`config.mk`:
```
export PLATFORM = sky130hd
export DESIGN_NAME = edo_cycle_classifier
export DESIGN_NICKNAME = d
export VERILOG_FILES = /design/src/rtl/edo_mon_pkg.sv /design/src/rtl/edo_strobe_sync.sv /design/src/rtl/edo_skew_timer.sv /design/src/rtl/edo_cycle_fsm.sv /design/src/rtl/edo_cycle_classifier.sv
export SDC_FILE = /design/constraint.sdc
export NUM_CORES = 1
export LEC_CHECK = 0
export BUFFER_PORTS_ARGS = -buffer_cell sky130_fd_sc_hd__buf_2
export CAP_MARGIN = 15
export CORE_MARGIN = 10
export CORE_UTILIZATION = 50
export DETAILED_ROUTE_END_ITERATION = 7
export PLACE_DENSITY = 0.78
export SYNTH_ARGS = -nofsm -noshare
export SYNTH_HDL_FRONTEND = slang
export SYNTH_SLANG_ARGS = --single-unit
```
`constraint.sdc`:
```
create_clock -name clk -period 2.3 [get_ports clk]
set_clock_uncertainty 0.05 [all_clocks]
set_input_delay 0.345 -clock clk [delete_from_list [all_inputs] [get_ports clk]]
set_output_delay 0.345 -clock clk [all_outputs]
set_load 0.02 [all_outputs]
```
`src/rtl/edo_mon_pkg.sv`:
```
package edo_mon_pkg;

    typedef enum logic [2:0] {
        K_STANDBY = 3'd0,
        K_READ    = 3'd1,
        K_EARLY   = 3'd2,
        K_DELAYED = 3'd3,
        K_RMW     = 3'd4,
        K_RASONLY = 3'd5,
        K_CBR     = 3'd6,
        K_HIDDEN  = 3'd7
    } cyc_kind_e;

    typedef enum logic [2:0] {
        S_IDLE,
        S_ROW,
        S_COL,
        S_CBR,
        S_HOLD,
        S_HIDE,
        S_TAIL
    } mon_state_e;

endpackage

```
`src/rtl/edo_strobe_sync.sv`:
```
module edo_strobe_sync #(
    parameter int WIDTH  = 6,
    parameter int STAGES = 2
) (
    input  logic             clk,
    input  logic             rst_n,
    input  logic [WIDTH-1:0] d_i,
    output logic [WIDTH-1:0] q_o
);
    logic [WIDTH-1:0] stg [STAGES];

    for (genvar i = 0; i < STAGES; i++) begin : g_stage
        if (i == 0) begin : g_first
            always_ff @(posedge clk or negedge rst_n) begin
                if (!rst_n) stg[i] <= '1;
                else        stg[i] <= d_i;
            end
        end else begin : g_next
            always_ff @(posedge clk or negedge rst_n) begin
                if (!rst_n) stg[i] <= '1;
                else        stg[i] <= stg[i-1];
            end
        end
    end

    assign q_o = stg[STAGES-1];
endmodule

```
`src/rtl/edo_skew_timer.sv`:
```
module edo_skew_timer #(
    parameter int SKEW_MAX = 2
) (
    input  logic clk,
    input  logic rst_n,
    input  logic track_i,
    input  logic hi_a,
    input  logic lo_a,
    output logic err_o
);
    localparam int LIM = SKEW_MAX + 1;
    localparam int CW  = $clog2(LIM + 1);

    logic          seen_hi, seen_lo;
    logic [CW-1:0] gap;
    logic          one_seen, late_hit;

    assign one_seen = seen_hi ^ seen_lo;
    assign late_hit = one_seen && ((hi_a && !seen_hi) || (lo_a && !seen_lo))
                      && (gap > CW'(SKEW_MAX));

    always_ff @(posedge clk or negedge rst_n) begin
        if (!rst_n) begin
            seen_hi <= 1'b0;
            seen_lo <= 1'b0;
            gap     <= '0;
            err_o   <= 1'b0;
        end else if (!track_i) begin
            seen_hi <= 1'b0;
            seen_lo <= 1'b0;
            gap     <= '0;
            err_o   <= 1'b0;
        end else begin
            seen_hi <= seen_hi | hi_a;
            seen_lo <= seen_lo | lo_a;
            if (!seen_hi && !seen_lo && (hi_a || lo_a))
                gap <= CW'(1);
            else if (one_seen && gap < CW'(LIM))
                gap <= gap + CW'(1);
            if (late_hit) err_o <= 1'b1;
        end
    end

    // the skew error appears only once both lanes have been seen
    p_skew_both_r11: assert property (@(posedge clk) disable iff (!rst_n)
        err_o |-> (seen_hi && seen_lo));
endmodule

```
`src/rtl/edo_cycle_fsm.sv`:
```
module edo_cycle_fsm
    import edo_mon_pkg::*;
(
    input  logic       clk,
    input  logic       rst_n,
    input  logic       ras_a,
    input  logic       cu_a,
    input  logic       cl_a,
    input  logic       we_a,
    input  logic       oe_a,
    input  logic       drv_a,
    input  logic       skew_err_i,
    output logic       track_o,
    output logic       cyc_valid_o,
    output logic [2:0] kind_o,
    output logic       lane_hi_o,
    output logic       lane_lo_o,
    output logic       err_o
);
    mon_state_e state, nxt;
    cyc_kind_e  emit_kind, col_kind;
    logic emit, emit_err, start, orcas, prev_or, we_prev;
    logic seen_u, seen_l, early_u, early_l, first_early, late_we, oe_rd, drv_err;
    logic mismatch, in_col;

    assign orcas    = cu_a | cl_a;
    assign in_col   = (state == S_ROW) || (state == S_COL);
    assign track_o  = in_col;
    assign mismatch = seen_u && seen_l && (early_u != early_l);

    always_comb begin
        if (first_early)  col_kind = K_EARLY;
        else if (late_we) col_kind = oe_rd ? K_RMW : K_DELAYED;
        else              col_kind = K_READ;
    end

    always_comb begin
        nxt       = state;
        emit      = 1'b0;
        emit_kind = K_STANDBY;
        emit_err  = 1'b0;
        start     = 1'b0;
        unique case (state)
            S_IDLE: if (ras_a) begin
                start = 1'b1;
                nxt   = prev_or ? S_CBR : S_ROW;
            end
            S_ROW: if (!ras_a) begin
                emit = 1'b1; emit_kind = K_RASONLY; nxt = S_IDLE;
            end else if (orcas) nxt = S_COL;
            S_COL: if (!ras_a) begin
                emit      = 1'b1;
                emit_kind = col_kind;
                emit_err  = skew_err_i | mismatch | drv_err;
                nxt = orcas ? ((col_kind == K_READ) ? S_HOLD : S_TAIL) : S_IDLE;
            end
            S_CBR: if (!ras_a) begin
                emit = 1'b1; emit_kind = K_CBR;
                nxt  = orcas ? S_TAIL : S_IDLE;
            end
            S_HOLD: if (!orcas) nxt = S_IDLE;
                    else if (ras_a) begin start = 1'b1; nxt = S_HIDE; end
            S_HIDE: if (!ras_a) begin
                emit = 1'b1; emit_kind = K_HIDDEN;
                nxt  = orcas ? S_HOLD : S_IDLE;
            end
            S_TAIL: if (!orcas) nxt = S_IDLE;
                    else if (ras_a) begin start = 1'b1; nxt = S_CBR; end
        endcase
    end

    always_ff @(posedge clk or negedge rst_n) begin
        if (!rst_n) state <= S_IDLE;
        else        state <= nxt;
    end

    always_ff @(posedge clk or negedge rst_n) begin
        if (!rst_n) begin
            prev_or <= 1'b0; we_prev <= 1'b0;
            seen_u <= 1'b0; seen_l <= 1'b0; early_u <= 1'b0; early_l <= 1'b0;
            first_early <= 1'b0; late_we <= 1'b0; oe_rd <= 1'b0; drv_err <= 1'b0;
        end else begin
            prev_or <= orcas;
            we_prev <= we_a;
            if (start) begin
                seen_u <= (nxt == S_ROW) ? 1'b0 : cu_a;
                seen_l <= (nxt == S_ROW) ? 1'b0 : cl_a;
                early_u <= 1'b0; early_l <= 1'b0; first_early <= 1'b0;
                late_we <= 1'b0; oe_rd <= 1'b0; drv_err <= 1'b0;
            end else if (in_col) begin
                if (cu_a && !seen_u) begin seen_u <= 1'b1; early_u <= we_a; end
                if (cl_a && !seen_l) begin seen_l <= 1'b1; early_l <= we_a; end
                if (orcas && !seen_u && !seen_l) first_early <= we_a;
                if (state == S_COL && orcas) begin
                    if (we_a && !we_prev && !first_early) late_we <= 1'b1;
                    if (oe_a && !late_we) oe_rd <= 1'b1;
                    if (first_early && drv_a) drv_err <= 1'b1;
                end
            end else if (state == S_CBR || state == S_HIDE) begin
                seen_u <= seen_u | cu_a;
                seen_l <= seen_l | cl_a;
            end
        end
    end

    always_ff @(posedge clk or negedge rst_n) begin
        if (!rst_n) begin
            cyc_valid_o <= 1'b0; kind_o <= K_STANDBY;
            lane_hi_o <= 1'b0; lane_lo_o <= 1'b0; err_o <= 1'b0;
        end else begin
            cyc_valid_o <= emit;
            kind_o      <= emit ? emit_kind : K_STANDBY;
            lane_hi_o   <= emit & seen_u;
            lane_lo_o   <= emit & seen_l;
            err_o       <= emit & emit_err;
        end
    end

    // the code is standby whenever no report is being made
    p_kind_idle_r1: assert property (@(posedge clk) disable iff (!rst_n)
        !cyc_valid_o |-> (kind_o == K_STANDBY));
    // a report lasts one cycle and follows a row release
    p_pulse_r2: assert property (@(posedge clk) disable iff (!rst_n)
        cyc_valid_o |=> !cyc_valid_o);
    p_after_release_r2: assert property (@(posedge clk) disable iff (!rst_n)
        cyc_valid_o |-> !$past(ras_a));
    // a row-only refresh never reports lanes
    p_rasonly_lanes_r3: assert property (@(posedge clk) disable iff (!rst_n)
        (cyc_valid_o && kind_o == K_RASONLY) |-> (!lane_hi_o && !lane_lo_o));
    // an access cycle reports at least one lane
    p_access_lanes_r9: assert property (@(posedge clk) disable iff (!rst_n)
        (cyc_valid_o && kind_o >= K_READ && kind_o <= K_RMW) |-> (lane_hi_o || lane_lo_o));
    // refresh reports never carry an error
    p_refresh_noerr_r4: assert property (@(posedge clk) disable iff (!rst_n)
        (cyc_valid_o && kind_o >= K_RASONLY) |-> !err_o);
endmodule

```
`src/rtl/edo_cycle_classifier.sv`:
```
module edo_cycle_classifier #(
    parameter int SYNC_STAGES = 2,
    parameter int SKEW_MAX    = 2
) (
    input  logic       clk,
    input  logic       rst_n,
    input  logic       ras_n,
    input  logic       cas_hi_n,
    input  logic       cas_lo_n,
    input  logic       we_n,
    input  logic       oe_n,
    input  logic       dq_drv_n,
    output logic       cyc_valid,
    output logic [2:0] cyc_kind,
    output logic       lane_hi,
    output logic       lane_lo,
    output logic       proto_err
);
    localparam int NSIG = 6;

    logic [NSIG-1:0] raw_n, syn_n, act;
    logic            track, skew_err;

    assign raw_n = {dq_drv_n, oe_n, we_n, cas_lo_n, cas_hi_n, ras_n};
    assign act   = ~syn_n;

    edo_strobe_sync #(.WIDTH(NSIG), .STAGES(SYNC_STAGES)) u_sync (
        .clk(clk), .rst_n(rst_n), .d_i(raw_n), .q_o(syn_n)
    );

    edo_skew_timer #(.SKEW_MAX(SKEW_MAX)) u_skew (
        .clk(clk), .rst_n(rst_n), .track_i(track),
        .hi_a(act[1]), .lo_a(act[2]), .err_o(skew_err)
    );

    edo_cycle_fsm u_fsm (
        .clk(clk), .rst_n(rst_n),
        .ras_a(act[0]), .cu_a(act[1]), .cl_a(act[2]),
        .we_a(act[3]), .oe_a(act[4]), .drv_a(act[5]),
        .skew_err_i(skew_err), .track_o(track),
        .cyc_valid_o(cyc_valid), .kind_o(cyc_kind),
        .lane_hi_o(lane_hi), .lane_lo_o(lane_lo), .err_o(proto_err)
    );
endmodule

```
==> flow_summary.ini, run 1 <==
[power]
cellLeakagePower_uw = 0.000815
swShare_pct = 35.1
seqPwrFrac_pct = 44.9
power_density_nw_per_um2 = 1280
ir_drop_mv = 0.722
p_sw_uw = 794
p_clk_share_pct = 24.2
internal_power_uw = 1470
pwr-share-comb_pct = 30.9

[timing]
setup_violations = 0
slew_headroom_pct = 49.2
fmax_mhz = 548
max_slew.worst_pin.slew_ps = 762
fin_crit_sh_pct = 79.4
rsz0062_at_grt = false
finalMaxSlewViolations = 0
min_period_ps = 1830
fin_ws_ps = 474
hold_viol_final = 0
holdWs_ps = 11.1
tns_ps = 0

[setup_path]
worstPathArrival_ps = 2050
start_kind = register
reg2reg_depth = 4
cp-startpoint = u_fsm.state[1]$_DFF_PN0_
cp_max_fo = 16
worstPathRequired_ps = 2520
critPathKind = reg -> reg
r2r-start = u_fsm.state[1]$_DFF_PN0_
endpoint_kind = register

[die]
fp.coreArea_um2 = 3030
dieArea_um2 = 5780
io_pins = 15
die_w_um = 76.0
rows = 20
start_util_pct = 51.9
dieHeight_um = 76.0

[grt]
grt_pass1_vias = 1051
grt_max_degree = 38
grt_usage_pct = 9.80
grt_pass1_wl_mm = 4.77
overflow = 0
antenna_found_initial = 0

[clock_tree]
cts_setup_buffers = 0
cts_root_buffer = clkbuf_4
clockBufferDepth = 2
numClockSinks = 37
cts_buffers = 5
htreeDepth = 2
post_cts.resized_instances = 0
cts_tree = yes
path_clk_slew_ps = 110
clk_latency_ps = 340
holdBufCountCts = 0

[detailed_routing]
drtAntennaViolNets = 0
dr.pass1.iters = 4
viasPerCell = 5.27
drt_iter0_drc = 84
drcViolationCount = 0
vias = 1044
wl_mm = 2.70
drt-wirelength-per-cell_um = 13.6

[logic_synthesis]
ys.flop_type = dfrtp_1
synth_area_per_cell_um2 = 11.2
synthArstFlopShare_pct = 100
synth_cell_type_count = 42
syn_area_um2 = 1570
ys_warn_count = 0
syn-instance-count = 140
synthesis.nets = 151
ys_seq_area_share_pct = 59.9
ys_ff_latch = 37
synth_edf_count = 0

[finish]
layout.area.seq_um2 = 941
final_cell_count_no_fill = 198
num-nets-final = 164
layout-drive-gt1-share_pct = 24.0
mostFrequentLayoutCells = dfrtp_1, buf_2, dfstp_2
final_common_cell = dfrtp_1
multi_input_area_um2 = 568
area_delta_synth_final_pct = 12.5
fillers = 255
num_antenna_cells = 0
fin_area_um2 = 1770

[placed_design]
dp_slack_ps = 537
place_congestion = 0.811
dpl-instance-area_um2 = 1660
dp_cells = 190
hpwl_mm = 1.91
portBuffers = 14

[status]
status = complete, no violations

[min_path]
hold_path_class = in -> async

[job]
cap_violations = 0
-- final timing paths --
kind / end / slack (ps)
setup / recovery: u_fsm.early_l$_DFFE_PN0P_ / 470
hold / removal: u_fsm.cyc_valid_o$_DFF_PN0_ / 10
setup reg to reg: u_fsm.early_l$_DFFE_PN0P_ / 470
hold reg to reg: u_sync.q_o[0]$_DFF_PN1_ / 300
max in group asynchronous: u_skew.gap[1]$_DFFE_PN0P_ / 1700
min in group clk: u_sync.stg[8]$_DFF_PN1_ / 40
-- flip-flops by register name, indices dropped and copies added, names as in the netlist, 2 cells and up --
name	cells
u_sync.q_o	6
u_sync.stg	6
u_fsm.kind_o	3
u_fsm.state	3
u_skew.gap	2
-- Yosys cell counts, types with 2 or more instances --
cell	instances	area [um2]
dfrtp_1	25	626
dfstp_2	12	315
nor2_1	11	41.3
a21oi_1	8	40.0
inv_1	8	30.0
clkbuf_1	7	26.3
nand2_1	7	26.3
nand2b_1	5	31.3
and2_1	4	25.0
o22ai_1	4	25.0
a31oi_1	3	18.8
and3_1	3	18.8
ha_1	3	37.5
mux2i_1	3	30.0
a211o_1	2	17.5
a211oi_1	2	15.0
a22oi_1	2	15.0
nand4b_1	2	17.5
nor2b_1	2	12.5
nor3b_1	2	15.0
nor4b_1	2	17.5
o21a_1	2	15.0
o21bai_1	2	15.0
-- routing by layer --
layer / wire [um] / part of all wire (%) / vias up / track usage [%]
met3: 145 / 5.4 / 4 / 4.48
met4: 28 / 1.0 / 0 / 3.41
met5: 0 / 0 / - / 0
met2: 1260 / 47 / 19 / 15.8
li1: - / - / 522 / -
met1: 1260 / 47 / 499 / 11.1
-- critical path, stage by stage (launching register included) --
cell	delay, ps
dfrtp_1	650
xnor2_1	180
or2_1	310
or4_1	420
a21oi_1	140
-- power by group through the flow --
| stage | clock (uW) | sequential, uW | combinational, uW |
|---|---|---|---|
| 2_1_floorplan | 0 | 978 | 573 |
| 3_3_place_gp | 0 | 1010 | 688 |
| 3_5_place_dp | 0 | 1020 | 707 |
| 4_1_cts | 563 | 1010 | 710 |
| 5_1_grt | 594 | 1050 | 792 |
| 6_report | 547 | 1020 | 700 |
-- final cells by class --
cell class,count,area share [%]
Sequential cell,37,53.3
Tap cell,44,3.12
Multi-Input combinational cell,87,32.2
Clock buffer,5,2.12
Timing Repair Buffer,14,3.97
Clock inverter,3,3.68
Inverter,8,1.70
-- through the flow --
step	util, %	total power, uW
floorplan	-	1550
global placement	55.0	1700
detailed placement	55.0	1730
CTS	58.3	2280
global route	58.3	2430
finish	58.3	2260
-- cell families (layout without fill, tap and decap cells) --
kind of cell | count (synthesis) | count (layout) | synth area share (%)
adder cells (fa/ha/maj) | 3 | 3 | 2.39
flip-flops | 37 | 37 | 59.9
buffers and inverters | 16 | 30 | 3.90
XOR/XNOR | 2 | 2 | 1.12
AND/OR/NAND/NOR | 46 | 46 | 16.3
AO/OA/AOI/OAI | 33 | 33 | 14.4
multiplexers | 3 | 3 | 1.91
No activity file was read; power rests on OpenSTA's default activity.
==> run 2, diff against run 1 <==
--- a/config.mk
+++ b/config.mk
@@ -5,6 +5,7 @@
 export SDC_FILE = /design/constraint.sdc
 export NUM_CORES = 1
 export LEC_CHECK = 0
+export ABC_AREA = 1
 export BUFFER_PORTS_ARGS = -buffer_cell sky130_fd_sc_hd__buf_2
 export CAP_MARGIN = 15
 export CORE_MARGIN = 10
==> constraint.sdc (replaced) <==
create_clock -name clk -period 1.7 [get_ports clk]
set_clock_uncertainty 0.05 [all_clocks]
set_input_delay 0.255 -clock clk [delete_from_list [all_inputs] [get_ports clk]]
set_output_delay 0.255 -clock clk [all_outputs]
set_load 0.02 [all_outputs]
==> flow_summary.ini, run 2 <==
[finish]
layout-drive-gt1-share_pct = 32.3
fin_area_um2 = 2150
multi_input_area_um2 = 724
num-nets-final = 239
area_delta_synth_final_pct = 20.0
final_common_cell = nand2_1
num_antenna_cells = 0
mostFrequentLayoutCells = nand2_1, dfrtp_1, inv_1, nor2_1, buf_2
layout.area.seq_um2 = 943
fillers = 284

[logic_synthesis]
synth_area_per_cell_um2 = 9.34
yosysTopAreaCellShare_pct = 34.9
synth_cell_type_count = 33
ys_ff_latch = 37
synth_edf_count = 0
synth_most_common_cell = nand2_1
yosysTopAreaCell = dfrtp_1
synthArstFlopShare_pct = 100
ys_top_cells_by_area = dfrtp_1, dfstp_2, nand2_1, inv_1, nor2_1
syn-instance-count = 192
synthesis.nets = 203
syn_area_um2 = 1790
ys_warn_count = 0
ys_seq_area_share_pct = 52.5
ys.flop_type = dfrtp_1
synth_commonest_cells = nand2_1, dfrtp_1, inv_1, nor2_1

[grt]
grt_pass1_vias = 1399
overflow = 0
grt_pass1_wl_mm = 6.29
grt_usage_pct = 12.7
antenna_found_initial = 0
grt_max_degree = 21

[die]
rows = 21
start_util_pct = 52.9
dieArea_um2 = 6380
die_w_um = 79.9
fp.coreArea_um2 = 3390
io_pins = 15
dieHeight_um = 79.9

[placed_design]
portBuffers = 14
place_congestion = 0.919
hpwl_mm = 2.70
dpl-instance-area_um2 = 1950
dp_slack_ps = 18.1

[setup_path]
endpoint_kind = register
r2r_slack_ps = 70
reg2reg_depth = 11
worstPathArrival_ps = 1870
start_kind = register
cp_max_fo = 8
r2r-end = u_fsm.seen_l$_DFFE_PN0P_
worstPathRequired_ps = 1950
r2r-start = u_sync.q_o[0]$_DFF_PN1_
critPathKind = reg -> reg

[clock_tree]
cts_buffers = 5
path_clk_slew_ps = 110
clockBufferDepth = 2
htreeDepth = 2
cts_tree = yes
numClockSinks = 37
cts_root_buffer = clkbuf_4
clk_latency_ps = 350

[timing]
fin_crit_sh_pct = 95.7
setup_violations = 0
min_period_ps = 1630
fmax_mhz = 615
rsz0062_at_grt = true
fin_ws_ps = 72.9
slew_headroom_pct = 70.4
finalMaxSlewViolations = 0
tns_ps = 0
max_slew.worst_pin.slew_ps = 444
hold_viol_final = 0
holdWs_ps = 312

[detailed_routing]
vias = 1423
drt_iter0_drc = 92
drt-wirelength-per-cell_um = 13.8
viasPerCell = 5.17
wl_mm = 3.79
drtAntennaViolNets = 0
dr.pass1.iters = 4
drcViolationCount = 0

[power]
seqPwrFrac_pct = 35.1
internal_power_uw = 2080
cellLeakagePower_uw = 0.00106
ir_drop_mv = 0.818
swShare_pct = 44.8
p_sw_uw = 1690
p_clk_share_pct = 13.3
pwr-share-comb_pct = 51.5
power_density_nw_per_um2 = 1750

[min_path]
hold_start = u_sync.stg[8]$_DFF_PN1_
hold_depth = 0
hold_path_class = reg -> reg
whs_endpoint = u_sync.q_o[2]$_DFF_PN1_

[job]
cap_violations = 0

[status]
status = complete, no violations
==> run 2: changes by cell type after synthesis, moves of 4 or more <==
cell,delta
nand2_1,+30
a21oi_1,+4
nand4_1,+4
and2_1,-4
nor2_1,+8
inv_1,+11
buf_6,+4
nand2b_1,-5
o21ai_0,+9
clkbuf_1,-7
nand2_4,+4
nand3_2,+4
nand3_1,+9
==> run 2: cells by family (layout without fill, tap and decap cells) <==
| family | count (synthesis) | count (layout) | synth area share [%] |
|---|---|---|---|
| and+or+nand+nor | 94 | 94 | 27.6 |
| adders and majority gates | 3 | 3 | 2.09 |
| AOI/OAI and AO/OA | 30 | 30 | 9.49 |
| DFF | 37 | 37 | 52.5 |
| buffers and inverters | 28 | 65 | 8.30 |
==> run 2: worst max path at each step <==
stage | start | cells past startpoint | slack, ps | to
floorplan | u_sync.q_o[0]$_DFF_PN1_ | 9 | 220 | u_fsm.seen_l$_DFFE_PN0P_
global placement | u_fsm.state[1]$_DFF_PN0_ | 11 | 2 | u_fsm.seen_l$_DFFE_PN0P_
detailed placement | u_fsm.state[1]$_DFF_PN0_ | 8 | 20 | u_fsm.seen_l$_DFFE_PN0P_
CTS | u_fsm.state[2]$_DFF_PN0_ | 8 | 20 | u_fsm.seen_l$_DFFE_PN0P_
global route | u_fsm.state[1]$_DFF_PN0_ | 13 | -40 | u_fsm.seen_l$_DFFE_PN0P_
finish | u_sync.q_o[0]$_DFF_PN1_ | 11 | 70 | u_fsm.seen_l$_DFFE_PN0P_
==> run 2: what timing repair did <==
action | CTS | global route
hold endpoints to repair | 17 | 0
hold buffers | 7 | 0
pin swaps | 0 | 3
setup buffers | 0 | 4
endpoints found under the setup margin | 1 | 5
gates resized for setup | 1 | 8
==> run 2: layout make-up <==
cell class                      count  area share, %
Multi-Input combinational cell    127           33.7
Timing Repair Buffer               34           12.7
Tap cell                           46           2.67
Clock buffer                        6           2.38
Inverter                           23           4.13
Sequential cell                    37           43.8
Clock inverter                      2          0.640
==> run 2: worst max-delay path: stages (launching register included) <==
cell and delay (ps):
dfstp_2 640, buf_4 150, nand2_1 60, nand2_1 80, o21ai_0 80, nor2_1 150, nand3_2 90, nand3_2 70
nand2_1 50, nand2_1 50, nand2_1 50, nand2_1 50
==> run 2: through the flow <==
stage	utilization, %	power [uW]	std cells
after floorplan	-	2690	192
after global placement	57.6	3060	256
after detailed placement	57.6	3090	256
after CTS	61.6	3620	271
after global routing	63.5	4070	275
final	63.5	3770	275
==> run 2: power groups by stage <==
stage,combinational [uW],sequential [uW],clock (uW)
after CTS,1740,1350,519
final,1940,1320,501
after detailed placement,1720,1370,0
after global routing,2170,1340,549
after global placement,1690,1370,0
after floorplan,1350,1340,0
==> run 2: per-layer routing <==
metal	GRT usage (%)	part of all wire, %
met3	4.50	6.6
met1	14.0	42
met5	0	0
met4	6.69	2.6
met2	20.9	49
==> run 3, diff against run 2 <==
--- a/config.mk
+++ b/config.mk
@@ -12,6 +12,7 @@
 export CORE_UTILIZATION = 50
 export DETAILED_ROUTE_END_ITERATION = 7
 export PLACE_DENSITY = 0.78
+export SETUP_SLACK_MARGIN = 0.4
 export SYNTH_ARGS = -nofsm -noshare
 export SYNTH_HDL_FRONTEND = slang
 export SYNTH_SLANG_ARGS = --single-unit
==> flow_summary.ini, run 3 (synthesis gave the netlist of run 2 again) <==
[status]
status = finished with violations
violations = negative setup slack

[timing]
min_period_ps = 1750
fin_ws_ps = -45.1
fin_crit_sh_pct = 103
slew_headroom_pct = 70.9
finalMaxSlewViolations = 0
rsz0062_at_grt = true
hold_viol_final = 0
setup_violations = 1
fmax_mhz = 573
max_slew.worst_pin.slew_ps = 436

[setup_path]
worstPathArrival_ps = 1980
critPathKind = reg -> reg
start_kind = register
r2r_slack_ps = -50
r2r-end = u_fsm.first_early$_DFFE_PN0P_
cp_max_fo = 6
worstPathRequired_ps = 1930
endpoint_kind = register
r2r-start = u_sync.q_o[0]$_DFF_PN1_
reg2reg_depth = 7

[clock_tree]
path_clk_slew_ps = 120
cts_tree = yes
numClockSinks = 37
cts_root_buffer = clkbuf_4
clk_latency_ps = 350
cts_buffers = 5
clockBufferDepth = 2
htreeDepth = 2

[finish]
final_cell_count_no_fill = 295
num-nets-final = 259
area_delta_synth_final_pct = 40.4
mostFrequentLayoutCells = nand2_1, dfrtp_1, buf_4
fillers = 210
final_common_cell = nand2_1
num_antenna_cells = 0
utilization_pct = 74.3
layout.area.seq_um2 = 943
multi_input_area_um2 = 907
layout-drive-gt1-share_pct = 50.2

[min_path]
hold_depth = 0
whs_endpoint = u_sync.q_o[2]$_DFF_PN1_
hold_path_class = reg -> reg
hold_start = u_sync.stg[8]$_DFF_PN1_

[detailed_routing]
dr.pass1.iters = 4
drtAntennaViolNets = 0
drt_iter0_drc = 176
drt-wirelength-per-cell_um = 15.0
vias = 1595
viasPerCell = 5.41
drcViolationCount = 0
wl_mm = 4.44

[power]
pwr-share-comb_pct = 59.5
p_clk_share_pct = 10.9
seqPwrFrac_pct = 29.6
p_sw_uw = 2030
power_density_nw_per_um2 = 1810
cellLeakagePower_uw = 0.00119
swShare_pct = 44.4
ir_drop_mv = 1.03
internal_power_uw = 2540

[placed_design]
portBuffers = 14
hpwl_mm = 2.58
place_congestion = 0.941
dp_cells = 257

[die]
dieArea_um2 = 6380
fp.coreArea_um2 = 3390
die_w_um = 79.9
dieHeight_um = 79.9
rows = 21
io_pins = 15
start_util_pct = 52.9

[grt]
antenna_found_initial = 0
grt_pass1_vias = 1341
grt_max_degree = 21
grt_pass1_wl_mm = 6.12
grt_usage_pct = 11.9
overflow = 0

[job]
cap_violations = 0
-- run 3: cell types whose count changed in the layout (fill, tap and decap cells not counted), sizes merged --
cell,delta
nand2,+1
inv,-1
buf,+19
clkinvlp,+1
-- run 3: repair_timing --
action,4_1_cts,5_1_grt
resized for setup,11,59
hold buffers,7,0
buffers inserted,3,19
setup endpoints to repair,17,19
pin swaps,6,19
endpoints found under the hold margin,16,0
gates cloned,0,1
-- run 3: metrics by stage --
| step | hold WS (ps) | total power [uW] | setup TNS (ps) | setup WS (ps) | area [um2] |
|---|---|---|---|---|---|
| after floorplan | -90.6 | 2740 | 0 | 222 | 1820 |
| after global placement | 167 | 3110 | 0 | 14.7 | 1970 |
| after detailed placement | 166 | 3110 | 0 | 34.5 | 1970 |
| after CTS | 314 | 3680 | 0 | 106 | 2150 |
| after global routing | 317 | 4870 | -107 | -97.7 | 2520 |
| final | 313 | 4560 | -45.1 | -45.1 | 2520 |
-- run 3: worst max path at each step --
stage | startpoint | to
floorplan | u_sync.q_o[0]$_DFF_PN1_ | u_fsm.seen_u$_DFFE_PN0P_
global placement | u_fsm.state[1]$_DFF_PN0_ | u_fsm.seen_u$_DFFE_PN0P_
detailed placement | u_fsm.state[1]$_DFF_PN0_ | u_fsm.seen_u$_DFFE_PN0P_
CTS | u_sync.q_o[0]$_DFF_PN1_ | u_fsm.seen_l$_DFFE_PN0P_
global route | u_sync.q_o[0]$_DFF_PN1_ | u_fsm.first_early$_DFFE_PN0P_
finish | u_sync.q_o[0]$_DFF_PN1_ | u_fsm.first_early$_DFFE_PN0P_
-- run 3: final cells by class --
| type | instances | share of cell area (%) |
|---|---|---|
| sequential | 37 | 37.5 |
| tap | 46 | 2.29 |
| clock inverter | 2 | 0.547 |
| inverter | 23 | 3.88 |
| clock buffer | 6 | 2.04 |
| timing repair buffer | 53 | 17.7 |
| multi-input combinational | 128 | 36.0 |
-- run 3: layer usage --
metal,vias to the layer above,share of wire [%],track usage [%]
li1,744,-,-
met5,-,0,0
met1,777,39,14.2
met3,12,6.8,4.17
met2,62,52,19.3
met4,0,2.3,4.40
-- run 3: worst max-delay path, stage by stage (launching register included) --
cell and delay [ps]:
dfstp_2 640, clkinvlp_4 190, nand3_4 140, nand2_8 80, buf_6 140, a41oi_1 260
nand2_1 100, o21ai_0 90
-- run 3: power by group through the flow --
stage | clock, uW | combinational (uW) | sequential (uW)
after detailed placement | 0 | 1750 | 1360
final | 499 | 2710 | 1350
after floorplan | 0 | 1390 | 1340
after CTS | 500 | 1830 | 1350
after global placement | 0 | 1750 | 1360
after global routing | 544 | 2950 | 1380
